**config.mk**
```make
export PLATFORM = sky130hd
export DESIGN_NAME = hwd_dual_decoder
export DESIGN_NICKNAME = d
export VERILOG_FILES = /design/src/rtl/hwd_pkg.sv /design/src/rtl/hwd_predec.sv /design/src/rtl/hwd_port_path.sv /design/src/rtl/hwd_word_gate.sv /design/src/rtl/hwd_dual_decoder.sv
export SDC_FILE = /design/constraint.sdc
export NUM_CORES = 1
export LEC_CHECK = 0
export BUFFER_PORTS_ARGS = -buffer_cell sky130_fd_sc_hd__buf_2
export CAP_MARGIN = 20
export CELL_PAD_IN_SITES_DETAIL_PLACEMENT = 0
export CELL_PAD_IN_SITES_GLOBAL_PLACEMENT = 1
export CORE_AREA = 3 3 328 330
export CTS_BUF_LIST = sky130_fd_sc_hd__clkbuf_4 sky130_fd_sc_hd__clkbuf_8
export DETAILED_ROUTE_END_ITERATION = 10
export DIE_AREA = 0 0 331 333
export GPL_TIMING_DRIVEN = 0
export PLACE_DENSITY = 0.56
export SYNTH_ARGS = -nofsm -noshare
export SYNTH_HDL_FRONTEND = slang
export SYNTH_SLANG_ARGS = --single-unit
```
**constraint.sdc**
```tcl
create_clock -name clk -period 1.3 [get_ports clk]
set_clock_uncertainty 0.2 [all_clocks]
set_input_delay 0.065 -clock clk [delete_from_list [all_inputs] [get_ports clk]]
set_output_delay 0.065 -clock clk [all_outputs]
set_load 0.05 [all_outputs]
```
**src/rtl/hwd_pkg.sv**
```systemverilog
`timescale 1ns/1ps
package hwd_pkg;

  // Number of lines produced by a binary field of the given width.
  function automatic int unsigned lines_of(input int unsigned bits);
    return 32'd1 << bits;
  endfunction

  // Width of the low half of a split row predecode.
  function automatic int unsigned low_half(input int unsigned bits);
    return bits - (bits / 2);
  endfunction

endpackage

```
**src/rtl/hwd_predec.sv**
```systemverilog
`timescale 1ns/1ps
// Gated binary-to-one-hot stage.
module hwd_predec #(
  parameter int unsigned CODE_W = 2,
  localparam int unsigned LINES = hwd_pkg::lines_of(CODE_W)
) (
  input  logic [CODE_W-1:0] code,
  input  logic              go,
  output logic [LINES-1:0]  lines
);
  for (genvar i = 0; i < LINES; i++) begin : g_line
    assign lines[i] = go && (code == CODE_W'(i));
  end
endmodule

```
**src/rtl/hwd_port_path.sv**
```systemverilog
`timescale 1ns/1ps
// One complete three-level decode path for one port.
module hwd_port_path #(
  parameter int unsigned Q_BITS = 2,
  parameter int unsigned B_BITS = 3,
  parameter int unsigned R_BITS = 8,
  parameter int unsigned C_BITS = 3,
  localparam int unsigned A_W   = Q_BITS + B_BITS + R_BITS + C_BITS,
  localparam int unsigned NQ    = hwd_pkg::lines_of(Q_BITS),
  localparam int unsigned NB    = hwd_pkg::lines_of(B_BITS),
  localparam int unsigned NR    = hwd_pkg::lines_of(R_BITS),
  localparam int unsigned NC    = hwd_pkg::lines_of(C_BITS)
) (
  input  logic           clk,
  input  logic           rst_n,
  input  logic           en,
  input  logic           strobe,
  input  logic [A_W-1:0] addr,
  output logic [NQ-1:0]  quad_q,
  output logic [NB-1:0]  blk_q,
  output logic [NR-1:0]  row_q,
  output logic [NC-1:0]  col_q
);
  localparam int unsigned LO_W = hwd_pkg::low_half(R_BITS);
  localparam int unsigned HI_W = R_BITS - LO_W;
  localparam int unsigned N_LO = hwd_pkg::lines_of(LO_W);
  localparam int unsigned N_HI = hwd_pkg::lines_of(HI_W);

  // Address fields.
  logic [C_BITS-1:0] f_col;
  logic [R_BITS-1:0] f_row;
  logic [B_BITS-1:0] f_blk;
  logic [Q_BITS-1:0] f_quad;
  assign f_col  = addr[C_BITS-1:0];
  assign f_row  = addr[C_BITS +: R_BITS];
  assign f_blk  = addr[C_BITS+R_BITS +: B_BITS];
  assign f_quad = addr[A_W-1 -: Q_BITS];

  // Named internal events.
  logic stage_go;   // enable combined with strobe at the first level
  logic lvl1_any;   // a quadrant line is active
  logic lvl2_any;   // a local block line is active
  assign stage_go = en & strobe;

  logic [NQ-1:0]   quad_d;
  logic [NB-1:0]   blk_d;
  logic [NC-1:0]   col_d;
  logic [N_HI-1:0] pre_hi;
  logic [N_LO-1:0] pre_lo;
  logic [NR-1:0]   row_d;

  hwd_predec #(.CODE_W(Q_BITS)) u_quad (.code(f_quad), .go(stage_go), .lines(quad_d));
  assign lvl1_any = |quad_d;

  hwd_predec #(.CODE_W(B_BITS)) u_blk (.code(f_blk), .go(lvl1_any), .lines(blk_d));
  assign lvl2_any = |blk_d;

  hwd_predec #(.CODE_W(HI_W)) u_pre_hi (
    .code(f_row[R_BITS-1:LO_W]), .go(lvl2_any), .lines(pre_hi));
  hwd_predec #(.CODE_W(LO_W)) u_pre_lo (
    .code(f_row[LO_W-1:0]), .go(lvl2_any), .lines(pre_lo));
  hwd_predec #(.CODE_W(C_BITS)) u_col (.code(f_col), .go(lvl2_any), .lines(col_d));

  // Final row decode: combine the two predecoded halves.
  for (genvar r = 0; r < NR; r++) begin : g_row
    assign row_d[r] = pre_hi[r / N_LO] & pre_lo[r % N_LO];
  end

  always_ff @(posedge clk or negedge rst_n) begin
    if (!rst_n) begin
      quad_q <= '0;
      blk_q  <= '0;
      row_q  <= '0;
      col_q  <= '0;
    end else begin
      quad_q <= quad_d;
      blk_q  <= blk_d;
      row_q  <= row_d;
      col_q  <= col_d;
    end
  end


  quad_match_chk: assert property (@(posedge clk) disable iff (!rst_n)
    stage_go |=> quad_q == (NQ'(1) << $past(f_quad)));

  blk_match_chk: assert property (@(posedge clk) disable iff (!rst_n)
    stage_go |=> blk_q == (NB'(1) << $past(f_blk)));

  row_match_chk: assert property (@(posedge clk) disable iff (!rst_n)
    stage_go |=> row_q == (NR'(1) << $past(f_row)));

  col_match_chk: assert property (@(posedge clk) disable iff (!rst_n)
    stage_go |=> col_q == (NC'(1) << $past(f_col)));

  idle_quiet_chk: assert property (@(posedge clk) disable iff (!rst_n)
    !(en && strobe) |=> (quad_q == '0 && blk_q == '0 && row_q == '0 && col_q == '0));

  onehot_sel_chk: assert property (@(posedge clk) disable iff (!rst_n)
    $onehot0(quad_q) && $onehot0(blk_q) && $onehot0(row_q) && $onehot0(col_q));
endmodule

```
**src/rtl/hwd_word_gate.sv**
```systemverilog
`timescale 1ns/1ps
// Combines block selection with the column-group select per block.
module hwd_word_gate #(
  parameter int unsigned NQ = 4,
  parameter int unsigned NB = 8,
  parameter int unsigned NC = 8,
  localparam int unsigned NW = NQ * NB * NC
) (
  input  logic          clk,
  input  logic          rst_n,
  input  logic [NQ-1:0] quad_sel,
  input  logic [NB-1:0] blk_sel,
  input  logic [NC-1:0] col_sel,
  output logic [NW-1:0] word_en
);
  for (genvar q = 0; q < NQ; q++) begin : g_q
    for (genvar b = 0; b < NB; b++) begin : g_b
      logic blk_open;
      assign blk_open = quad_sel[q] & blk_sel[b];
      for (genvar c = 0; c < NC; c++) begin : g_c
        assign word_en[(q*NB + b)*NC + c] = blk_open & col_sel[c];
      end
    end
  end


  word_single_chk: assert property (@(posedge clk) disable iff (!rst_n)
    $countones(word_en) <= 1);

  word_needs_col_chk: assert property (@(posedge clk) disable iff (!rst_n)
    (|word_en) |-> (|col_sel && |blk_sel && |quad_sel));
endmodule

```
**src/rtl/hwd_dual_decoder.sv**
```systemverilog
`timescale 1ns/1ps
module hwd_dual_decoder #(
  parameter int unsigned Q_BITS = 2,
  parameter int unsigned B_BITS = 3,
  parameter int unsigned R_BITS = 8,
  parameter int unsigned C_BITS = 3,
  localparam int unsigned A_W   = Q_BITS + B_BITS + R_BITS + C_BITS,
  localparam int unsigned NQ    = hwd_pkg::lines_of(Q_BITS),
  localparam int unsigned NB    = hwd_pkg::lines_of(B_BITS),
  localparam int unsigned NR    = hwd_pkg::lines_of(R_BITS),
  localparam int unsigned NC    = hwd_pkg::lines_of(C_BITS),
  localparam int unsigned NW    = NQ * NB * NC
) (
  input  logic           clk,
  input  logic           rst_n,
  input  logic           rd_en,
  input  logic           rd_strobe,
  input  logic [A_W-1:0] rd_addr,
  input  logic           wr_en,
  input  logic           wr_strobe,
  input  logic [A_W-1:0] wr_addr,
  output logic [NQ-1:0]  rd_quad_sel,
  output logic [NB-1:0]  rd_blk_sel,
  output logic [NR-1:0]  rd_row_sel,
  output logic [NC-1:0]  rd_col_sel,
  output logic [NQ-1:0]  wr_quad_sel,
  output logic [NB-1:0]  wr_blk_sel,
  output logic [NR-1:0]  wr_row_sel,
  output logic [NC-1:0]  wr_col_sel,
  output logic [NW-1:0]  wr_word_en
);
  hwd_port_path #(.Q_BITS(Q_BITS), .B_BITS(B_BITS), .R_BITS(R_BITS), .C_BITS(C_BITS)) u_rd (
    .clk(clk), .rst_n(rst_n), .en(rd_en), .strobe(rd_strobe), .addr(rd_addr),
    .quad_q(rd_quad_sel), .blk_q(rd_blk_sel), .row_q(rd_row_sel), .col_q(rd_col_sel));

  hwd_port_path #(.Q_BITS(Q_BITS), .B_BITS(B_BITS), .R_BITS(R_BITS), .C_BITS(C_BITS)) u_wr (
    .clk(clk), .rst_n(rst_n), .en(wr_en), .strobe(wr_strobe), .addr(wr_addr),
    .quad_q(wr_quad_sel), .blk_q(wr_blk_sel), .row_q(wr_row_sel), .col_q(wr_col_sel));

  hwd_word_gate #(.NQ(NQ), .NB(NB), .NC(NC)) u_wgate (
    .clk(clk), .rst_n(rst_n), .quad_sel(wr_quad_sel), .blk_sel(wr_blk_sel),
    .col_sel(wr_col_sel), .word_en(wr_word_en));


  dual_collide_chk: assert property (@(posedge clk) disable iff (!rst_n)
    (rd_en && rd_strobe && wr_en && wr_strobe && rd_addr[A_W-1:C_BITS+R_BITS] == wr_addr[A_W-1:C_BITS+R_BITS])
    |=> (rd_blk_sel == wr_blk_sel && rd_quad_sel == wr_quad_sel && rd_blk_sel != '0));
endmodule

```
## Yosys cells after proc, flatten, opt, wreduce, memory -nomap -nowiden

Index checks and enable logic that the tools add are counted.

- $add $sub $neg: 0
- $mul: 0
- Divide/modulo/power cells: 0
- Magnitude comparators: 0
- Equal/unequal tests: 94
- Shifts and indexed selects: 0
- Mux-type cells: 0
- Bitwise gates (word level): 802
- Reductions and logical operators: 118

Operators by type and width:

| kind | count |
|---|---|
| 1-bit AND | 802 |
| 4-bit == test (second input constant) | 32 |
| 1-bit logical AND | 104 |
| 4-bit by 3-bit == test with 1-bit output (second input constant) | 16 |
| 3-bit == test (second input constant) | 16 |
| 4-bit by 2-bit == test with 1-bit output (second input constant) | 8 |
| 3-bit by 2-bit == test with 1-bit output (second input constant) | 8 |
| 4-bit by 1-bit == test with 1-bit output (second input constant) | 4 |
| 4-bit zero test | 4 |
| 8-bit OR reduction | 2 |
| 3-bit by 1-bit == test with 1-bit output (second input constant) | 4 |
| 3-bit zero test | 4 |
| 2-bit == test (second input constant) | 4 |
| 4-bit OR reduction | 2 |
| 2-bit by 1-bit == test with 1-bit output (second input constant) | 2 |
| 2-bit zero test | 2 |

- Flip-flop bits (word level): 552
- Latch bits: 0
- Memory bits (writable): 0
- ROM bits: 0
- Input port bits: 38
- Output and inout bits: 808
- Logic and storage cells: 1022
- Memories: 0

## Logic depth before layout (Yosys ltp)

Gate-level depths: netlist (run 1).

- Depth after elaboration: 7
- Gate-level depth with buffers: 5
- Mapped depth without buffers: 2

## Hierarchy

From an unflattened synthesis (run 1), not the netlist that was laid out.

- Cell total of the unflattened synthesis: 1600
- Area total of the unflattened synthesis: 20214.4 µm²

Modules (own cells, without submodules):

| module | times used | cells each | area each (µm²) | seq. area each (µm²) |
|---|---|---|---|---|
| hwd_port_path | 2 | 569 | 8670.8 | 6906.6 |
| hwd_word_gate | 1 | 330 | 1941.9 | 0.0 |
| hwd_predec at u_rd.u_pre_hi ... | 4 | 23 | 117.6 | 0.0 |
| hwd_predec at u_rd.u_blk ... | 4 | 8 | 96.3 | 0.0 |
| hwd_predec at u_rd.u_quad ... | 2 | 4 | 37.5 | 0.0 |

## Least setup slack after synthesis (run 1)

No wires, ideal clock.

- Path type: reg-to-output
- Start: register u_wr.quad_q[2]
- End: output wr_word_en[130]
- Arrival time: 1.593 ns
- Required time: 1.035 ns
- Slack: -0.558 ns
- Cell stages (with the launch flop): 4
- Buffers on the path: 2
- Cell sequence: dfrtp_1 clkbuf_1 clkbuf_1 and3_1

- Longest elaborated chain between the ends: 2

RTL lines:

| item | line | text |
|---|---|---|
| start: declaration | hwd_port_path.sv:19 | `output logic [NQ-1:0] quad_q,` |
| start signal: assignment | hwd_port_path.sv:76 | `quad_q <= quad_d;` |
| 1-bit AND | hwd_word_gate.sv:19 | `assign blk_open = quad_sel[q] & blk_sel[b];` |
| 1-bit AND | hwd_word_gate.sv:21 | `assign word_en[(q*NB + b)*NC + c] = blk_open & col_sel[c];` |
| end: declaration | hwd_dual_decoder.sv:30 | `output logic [NW-1:0] wr_word_en` |

Every way passes these cells.

## Final worst setup path (run 1)

- Start: input wr_strobe
- End: register u_wr.row_q[228]

- Longest elaborated chain between the ends: 7
- Elaborated cells on any way between the ends: 18
- Classes of those cells: 2 x bitwise; 16 x reduce/logical

RTL lines:

| item | line | text |
|---|---|---|
| start: declaration | hwd_dual_decoder.sv:20 | `input logic wr_strobe,` |
| 1-bit AND * | hwd_port_path.sv:43 | `assign stage_go = en & strobe;` |
| 1-bit logical AND | hwd_predec.sv:12 | `assign lines[i] = go && (code == CODE_W'(i));` |
| 4-bit OR reduction * | hwd_port_path.sv:53 | `assign lvl1_any = \|quad_d;` |
| 1-bit logical AND | hwd_predec.sv:12 |  |
| 8-bit OR reduction * | hwd_port_path.sv:56 | `assign lvl2_any = \|blk_d;` |
| 1-bit logical AND | hwd_predec.sv:12 |  |
| 1-bit AND * | hwd_port_path.sv:66 | `assign row_d[r] = pre_hi[r / N_LO] & pre_lo[r % N_LO];` |
| via u_wr.row_d[228] | hwd_port_path.sv:50 | `logic [NR-1:0] row_d;` |
| end signal: assignment | hwd_port_path.sv:78 | `row_q <= row_d;` |
| end: declaration | hwd_port_path.sv:21 | `output logic [NR-1:0] row_q,` |

Mark *: on every way through the listed nets, which the timed path passes. The rest lies on a longest branch.

==> impl_metrics.yaml, run 1 <==
run_status:
  violations: "hold timing, setup timing"
  outcome: "complete, but fails checks"
sta:
  timing.fmax_mhz: 440
  period_share_pct: 175
  setup_viol: 1311
  max-slew-margin-rel_pct: 19.6
  rsz0062_at_grt: "true"
  fin_hold_ws_ns: -0.890
  tns_ns: -498.03
  slew_violations: 0
  setup_ws_ns: -0.973
  min_period_ns: 2.27
  worst_slew_pin_slew_ns: 1.21
  finalHoldViolCount: 538
clocking:
  cts_tree: "yes"
  cts_buffers: 98
  root_buffer: "clkbuf_8"
  cts.clk_slew.worst_paths_ns: 0.06
  clk_path_buf_depth: 3
  htree_levels: 3
  numClockSinks: 552
worst_setup_path:
  cp.required_ns: 1.67
  worst_setup_path_start_kind: "primary input"
  crit_arrival_ns: 2.64
  crit_fanout: 10
  crit_path_end_kind: "register"
  path_class: "primary input to register"
yosys:
  postSynthAreaPerCell_um2: 13.6
  yosysUniqueCellTypes: 20
  yosysSeqAreaShare_pct: 59.5
  mappedNetlistArea_um2: 23200
  synth-seq-cells: 552
  syn_inst: 1708
  synth_nets: 1746
  ys.warnings.count: 0
routing:
  wl_um: 126000
  drt.antenna.violating_nets: 0
  via_per_inst: 4.85
  drc: 0
  drt-pass1-iter-count: 5
  vias: 20700
  wl_per_cell_um: 29.5
  drt_iter0_drc: 1330
power_and_ir_drop:
  powerDensity_nw_per_um2: 942
  ir_drop_v: 0.000668
  power_leakage_nw: 17.6
floorplanning:
  pin_count: 846
  row_count: 119
  coreArea_um2: 105000
  initial_core_util_pct: 22.1
  die_area_um2: 110000
  die_w_um: 331
  fp.dieH_um: 333
finish:
  multi_input_area_um2: 9290
  fin_util_pct: 38.9
  fillers: 9998
  drive_gt1_share_pct: 71.2
  layout.cells.non_filler: 4272
  area_growth_pct: 76.3
  final_area_um2: 40900
  nets: 2827
  seq_area_um2: 13800
placed_design:
  post-place-ws_ns: -0.877
  hpwl_um: 89800
  place_congestion: 0.907
  portBuffers: 845
  dpl_cell_area_um2: 30800
  dpl.cell_count: 3948
grt:
  grt_util_met1_pct: 25.7
  grt_max_degree: 127
  grt_overflow: 0
  met2_usage_pct: 35.4
  grt_util_all_layers_pct: 21.4
  antenna_found_initial: 8
  top_usage_layer: "met2"
  grt.met3_usage_pct: 7.14
  grt_pass1_vias: 21500
  grt_pass1_wl_um: 169000
hold_path:
  hold_class: "primary input to asynchronous set/reset pin"
flow_run:
  timing.max_cap.violations: 0
[timing repair]
item | 4_1_cts | 5_1_grt
pin swaps | 3 | 15
cloned | 3 | 13
hold endpoints to repair | 800 | 722
gates resized for setup | 606 | 1937
hold buffers | 66 | 17
setup buffers | 27 | 19
endpoints found under the setup margin | 810 | 1391
[logic make-up after synthesis]
logic type	after synthesis	synth area share (%)
buffers and inverters	298	7.22
flip-flops	552	59.5
AND/OR/NAND/NOR	858	33.2
[worst paths after layout]
check / startpoint / endpoint / slack (ns) / cells after the start
max in group asynchronous: rst_n / u_rd.row_q[103] / 0.14 / 3
max: wr_strobe / u_wr.row_q[228] / -0.97 / 7
min in group clk: rd_addr[3] / u_rd.row_q[93] / -0.28 / 4
min: rst_n / u_wr.row_q[124] / -0.89 / 1
[report_power, final]
group / internal [mW] / switching [mW] / total [mW]
Clock: 9.92 / 7.99 / 17.9
Combinational: 0.847 / 2.50 / 3.35
Sequential: 17.2 / 0.0322 / 17.2
Total: 28.0 / 10.5 / 38.5
[area by class of cell]
cell class | instances | area share, %
Clock inverter | 27 | 0.606
Clock buffer | 155 | 4.79
Antenna cell | 10 | 0.0612
Tap cell | 1391 | 4.26
Multi-Input combinational cell | 859 | 22.7
Timing Repair Buffer | 980 | 26.9
Buffer | 298 | 6.82
Sequential cell | 552 | 33.8
[cell usage after synthesis (all sizes together)]
| cell type | count | area share, % |
|---|---|---|
| nand4b | 8 | 0.30 |
| nand3 | 4 | 0.086 |
| nand4bb | 4 | 0.19 |
| nand2b | 16 | 0.43 |
| nor3b | 4 | 0.13 |
| nor4 | 516 | 24 |
| nor3 | 18 | 0.39 |
| and3 | 256 | 6.9 |
| or2 | 4 | 0.11 |
| nand4 | 4 | 0.37 |
| clkbuf | 96 | 1.6 |
| dfrtp | 552 | 60 |
| nor2 | 12 | 0.19 |
| buf | 202 | 5.7 |
| and4 | 2 | 0.076 |
| nand2 | 10 | 0.16 |
[per-stage QoR]
| step | hold slack (ns) | power, mW |
|---|---|---|
| after floorplan | -0.431 | 19.0 |
| after global placement | 0.0734 | 20.3 |
| after detailed placement | -0.120 | 20.3 |
| after CTS | -0.972 | 38.6 |
| after global routing | -0.942 | 39.9 |
| final | -0.890 | 38.5 |
[critical path: stages]
cell and delay, ns:
buf_2 0.15, buf_4 0.20, dlygate4sd3_1 0.94, nand4b_1 0.31, buf_6 0.26, buf_6 0.18
nor4_4 0.51
[registers in the layout, summed over array words and instances, names as in the netlist]
register	cells
u_wr.quad_q	4
u_wr.blk_q	8
u_rd.row_q	256
u_wr.row_q	256
u_wr.col_q	8
u_rd.col_q	8
u_rd.blk_q	8
u_rd.quad_q	4
[routing by layer]
layer | wire length [µm] | vias up
met5 | 7 | -
met4 | 4980 | 2
met3 | 12400 | 263
met2 | 60800 | 1151
met1 | 47800 | 10800
li1 | - | 8514
[cells in the final DEF, fill, tap and decap left out, types with 10 or more instances in the layout]
cell type | netlist | routed
and3_2 | 0 | 28
and3_4 | 0 | 228
buf_1 | 18 | 13
buf_12 | 0 | 15
buf_2 | 120 | 133
buf_4 | 20 | 60
buf_6 | 44 | 834
buf_8 | 0 | 69
clkbuf_1 | 96 | 14
clkbuf_16 | 0 | 22
clkbuf_4 | 0 | 43
clkbuf_8 | 0 | 153
clkinv_2 | 0 | 14
dfrtp_1 | 552 | 532
dfrtp_2 | 0 | 20
diode_2 | 0 | 10
dlygate4sd3_1 | 0 | 61
nand2b_1 | 16 | 16
nor2_1 | 12 | 12
nor3_1 | 18 | 18
nor4_1 | 146 | 120
nor4_2 | 370 | 371
nor4_4 | 0 | 25
Note: power is estimated with default switching activity, not from simulation.
==> run 2: changes to the inputs <==
- CORE_AREA: 3 3 328 330 -> 3 3 326 328
- DIE_AREA: 0 0 331 333 -> 0 0 329 331
- PLACE_DENSITY: 0.56 -> unset
- PLACE_DENSITY_LB_ADDON: unset -> 0.1
- SLEW_MARGIN: unset -> 20
- clock period: 1.3 -> 1.9 ns (I/O delays scaled with it)
==> run 2 against run 1 <==
The flow still finishes with violations (hold timing, setup timing). Worst hold slack better by 0.47 ns. Global-route usage is 1.3 points higher. Final area is 7.8% lower. Combinational power is 33% lower. Routed wire length is 4.8% higher. Sequential share of layout area is 2.9 points higher. Sequential power is 31% lower. Core utilization is 2.5 points lower. Setup slack better by 0.69 ns. Count of clock-buffer cells in the layout is 9 higher. Critical endpoint is now wr_word_en[59]. Final cell count is 0.23% lower.
==> impl_metrics.yaml, run 2 (synthesis results as in run 1) <==
run_status:
  outcome: "complete, but fails checks"
  violations: "hold timing, setup timing"
placed_design:
  hpwl_um: 95600
  place_congestion: 0.891
  portBuffers: 845
  dpl.cell_count: 3939
  post-place-ws_ns: -0.530
grt:
  grt_overflow: 0
  grt_pass1_vias: 21200
  antenna_found_initial: 2
  grt_pass1_wl_um: 174000
  grt_util_all_layers_pct: 22.7
  grt_max_degree: 98
routing:
  drt_iter0_drc: 1248
  wl_um: 132000
  route.met3.wl_um: 11100
  maxUsedRoutingLayer: "met4"
  drt.antenna.violating_nets: 0
  wl_met2_um: 63300
  drt-met1-wl_um: 52800
  drc: 0
  wl_per_cell_um: 31.0
  vias: 20200
  via_per_inst: 4.74
  drt-pass1-iter-count: 7
power_and_ir_drop:
  power.share.sequential_pct: 44.1
  power_leakage_nw: 17.4
  clkPwrFrac_pct: 47.5
  ir_drop_v: 0.000478
  switching_share_pct: 26.3
  powerDensity_nw_per_um2: 710
  intPower_mw: 19.7
  combinationalPowerShare_pct: 8.4
  finalPower_mw: 26.8
  p_switching_mw: 7.04
finish:
  seq_area_um2: 13800
  multi_input_area_um2: 8780
  layout.cells.non_filler: 4262
  fillers: 10200
  layout_commonest_cell: "buf_2"
  final_cell_mix: "703 x buf_2, 532 x dfrtp_1, 369 x nor4_2, 205 x and3_4, 167 x clkbuf_8"
  drive_gt1_share_pct: 68.1
  top_regs: "u_rd.row_q x256, u_wr.row_q x256"
  nets: 2833
  area_growth_pct: 62.5
floorplanning:
  die_area_um2: 109000
  fp.dieH_um: 331
  initial_core_util_pct: 22.4
  row_count: 118
  pin_count: 846
  die_w_um: 329
  coreArea_um2: 103000
clocking:
  cts.clk_slew.worst_paths_ns: 0.06
  cts_buffers: 102
  htree_levels: 3
  cts_tree: "yes"
  root_buffer: "clkbuf_8"
  numClockSinks: 552
  clk_path_buf_depth: 3
worst_setup_path:
  cpMaxStageDelayCell: "dfrtp_2"
  crit_arrival_ns: 1.88
  worst_setup_path_start_kind: "register"
  path_buf_inv: 3
  cpPeakStageDelay_ns: 0.47
  crit_fanout: 6
  crit_path_end_kind: "output pin"
  path_depth: 4
  path_class: "register to output pin"
  cp_top_family: "buffers and inverters"
  crit_path_cell_trace: "buf_12, clkbuf_16, and3_4, buf_8"
  cp.required_ns: 1.60
sta:
  setup_ws_ns: -0.279
  tns_ns: -55.31
  finalHoldViolCount: 128
  rsz0062_at_grt: "true"
  worst_slew_pin_slew_ns: 1.06
  fin_hold_ws_ns: -0.417
  setup_viol: 258
  timing.fmax_mhz: 459
  min_period_ns: 2.18
  max-slew-margin-rel_pct: 29.2
  period_share_pct: 115
  slew_violations: 0
flow_run:
  timing.max_cap.violations: 0
hold_path:
  hold_class: "primary input to asynchronous set/reset pin"
==> run 2: stage by stage <==
step / cell area, µm² / util [%] / hold slack (ns)
after CTS: 35200 / 34.0 / -0.502
after global routing: 37700 / 36.4 / -0.444
final: 37700 / 36.4 / -0.417
after global placement: 29200 / 28.2 / 0.0918
after detailed placement: 29300 / 28.3 / -0.179
after floorplan: 23200 / - / -0.401
==> run 2: power groups by stage <==
| stage | clock network (mW) | registers [mW] | logic [mW] |
|---|---|---|---|
| final | 12.7 | 11.8 | 2.24 |
| after global routing | 13.6 | 11.8 | 2.38 |
| after CTS | 13.1 | 11.8 | 2.13 |
| after detailed placement | 0 | 12.0 | 1.87 |
| after global placement | 0 | 12.0 | 1.81 |
| after floorplan | 0 | 12.1 | 0.868 |
==> run 2: final cells by class <==
cell class,instances,share of cell area (%)
timing repair buffer,983,22.5
buffer,298,6.75
clock inverter,21,0.564
antenna,6,0.0398
clock buffer,164,5.52
multi-input combinational,858,23.3
sequential,552,36.7
tap,1380,4.58
==> run 2: layer usage <==
| layer | vias up | GRT usage [%] |
|---|---|---|
| li1 | 8527 | - |
| met1 | 10600 | 27.5 |
| met2 | 848 | 37.5 |
| met3 | 211 | 7.66 |
| met4 | 0 | 8.03 |
| met5 | - | 0 |
==> run 2: worst max path at each step <==
stage / start / end / slack (ns)
3_3_place_gp: rst_n / u_wr.row_q[169] / -11.33
3_5_place_dp: rst_n / u_wr.row_q[142] / -0.53
4_1_cts: u_wr.quad_q[1] / wr_word_en[79] / -0.35
6_report: u_wr.quad_q[0] / wr_word_en[59] / -0.28
5_1_grt: u_wr.quad_q[1] / wr_word_en[110] / -0.36
2_1_floorplan: u_wr.quad_q[2] / wr_word_en[130] / 0.01
==> run 2: timing repair <==
action                                  CTS  global route
endpoints found under the setup margin  273           442
gates cloned                              6            26
pin swaps                                 2            15
hold endpoints to repair                711           159
setup buffers                            11            10
hold buffers                             81             3
gates resized for setup                 741           478
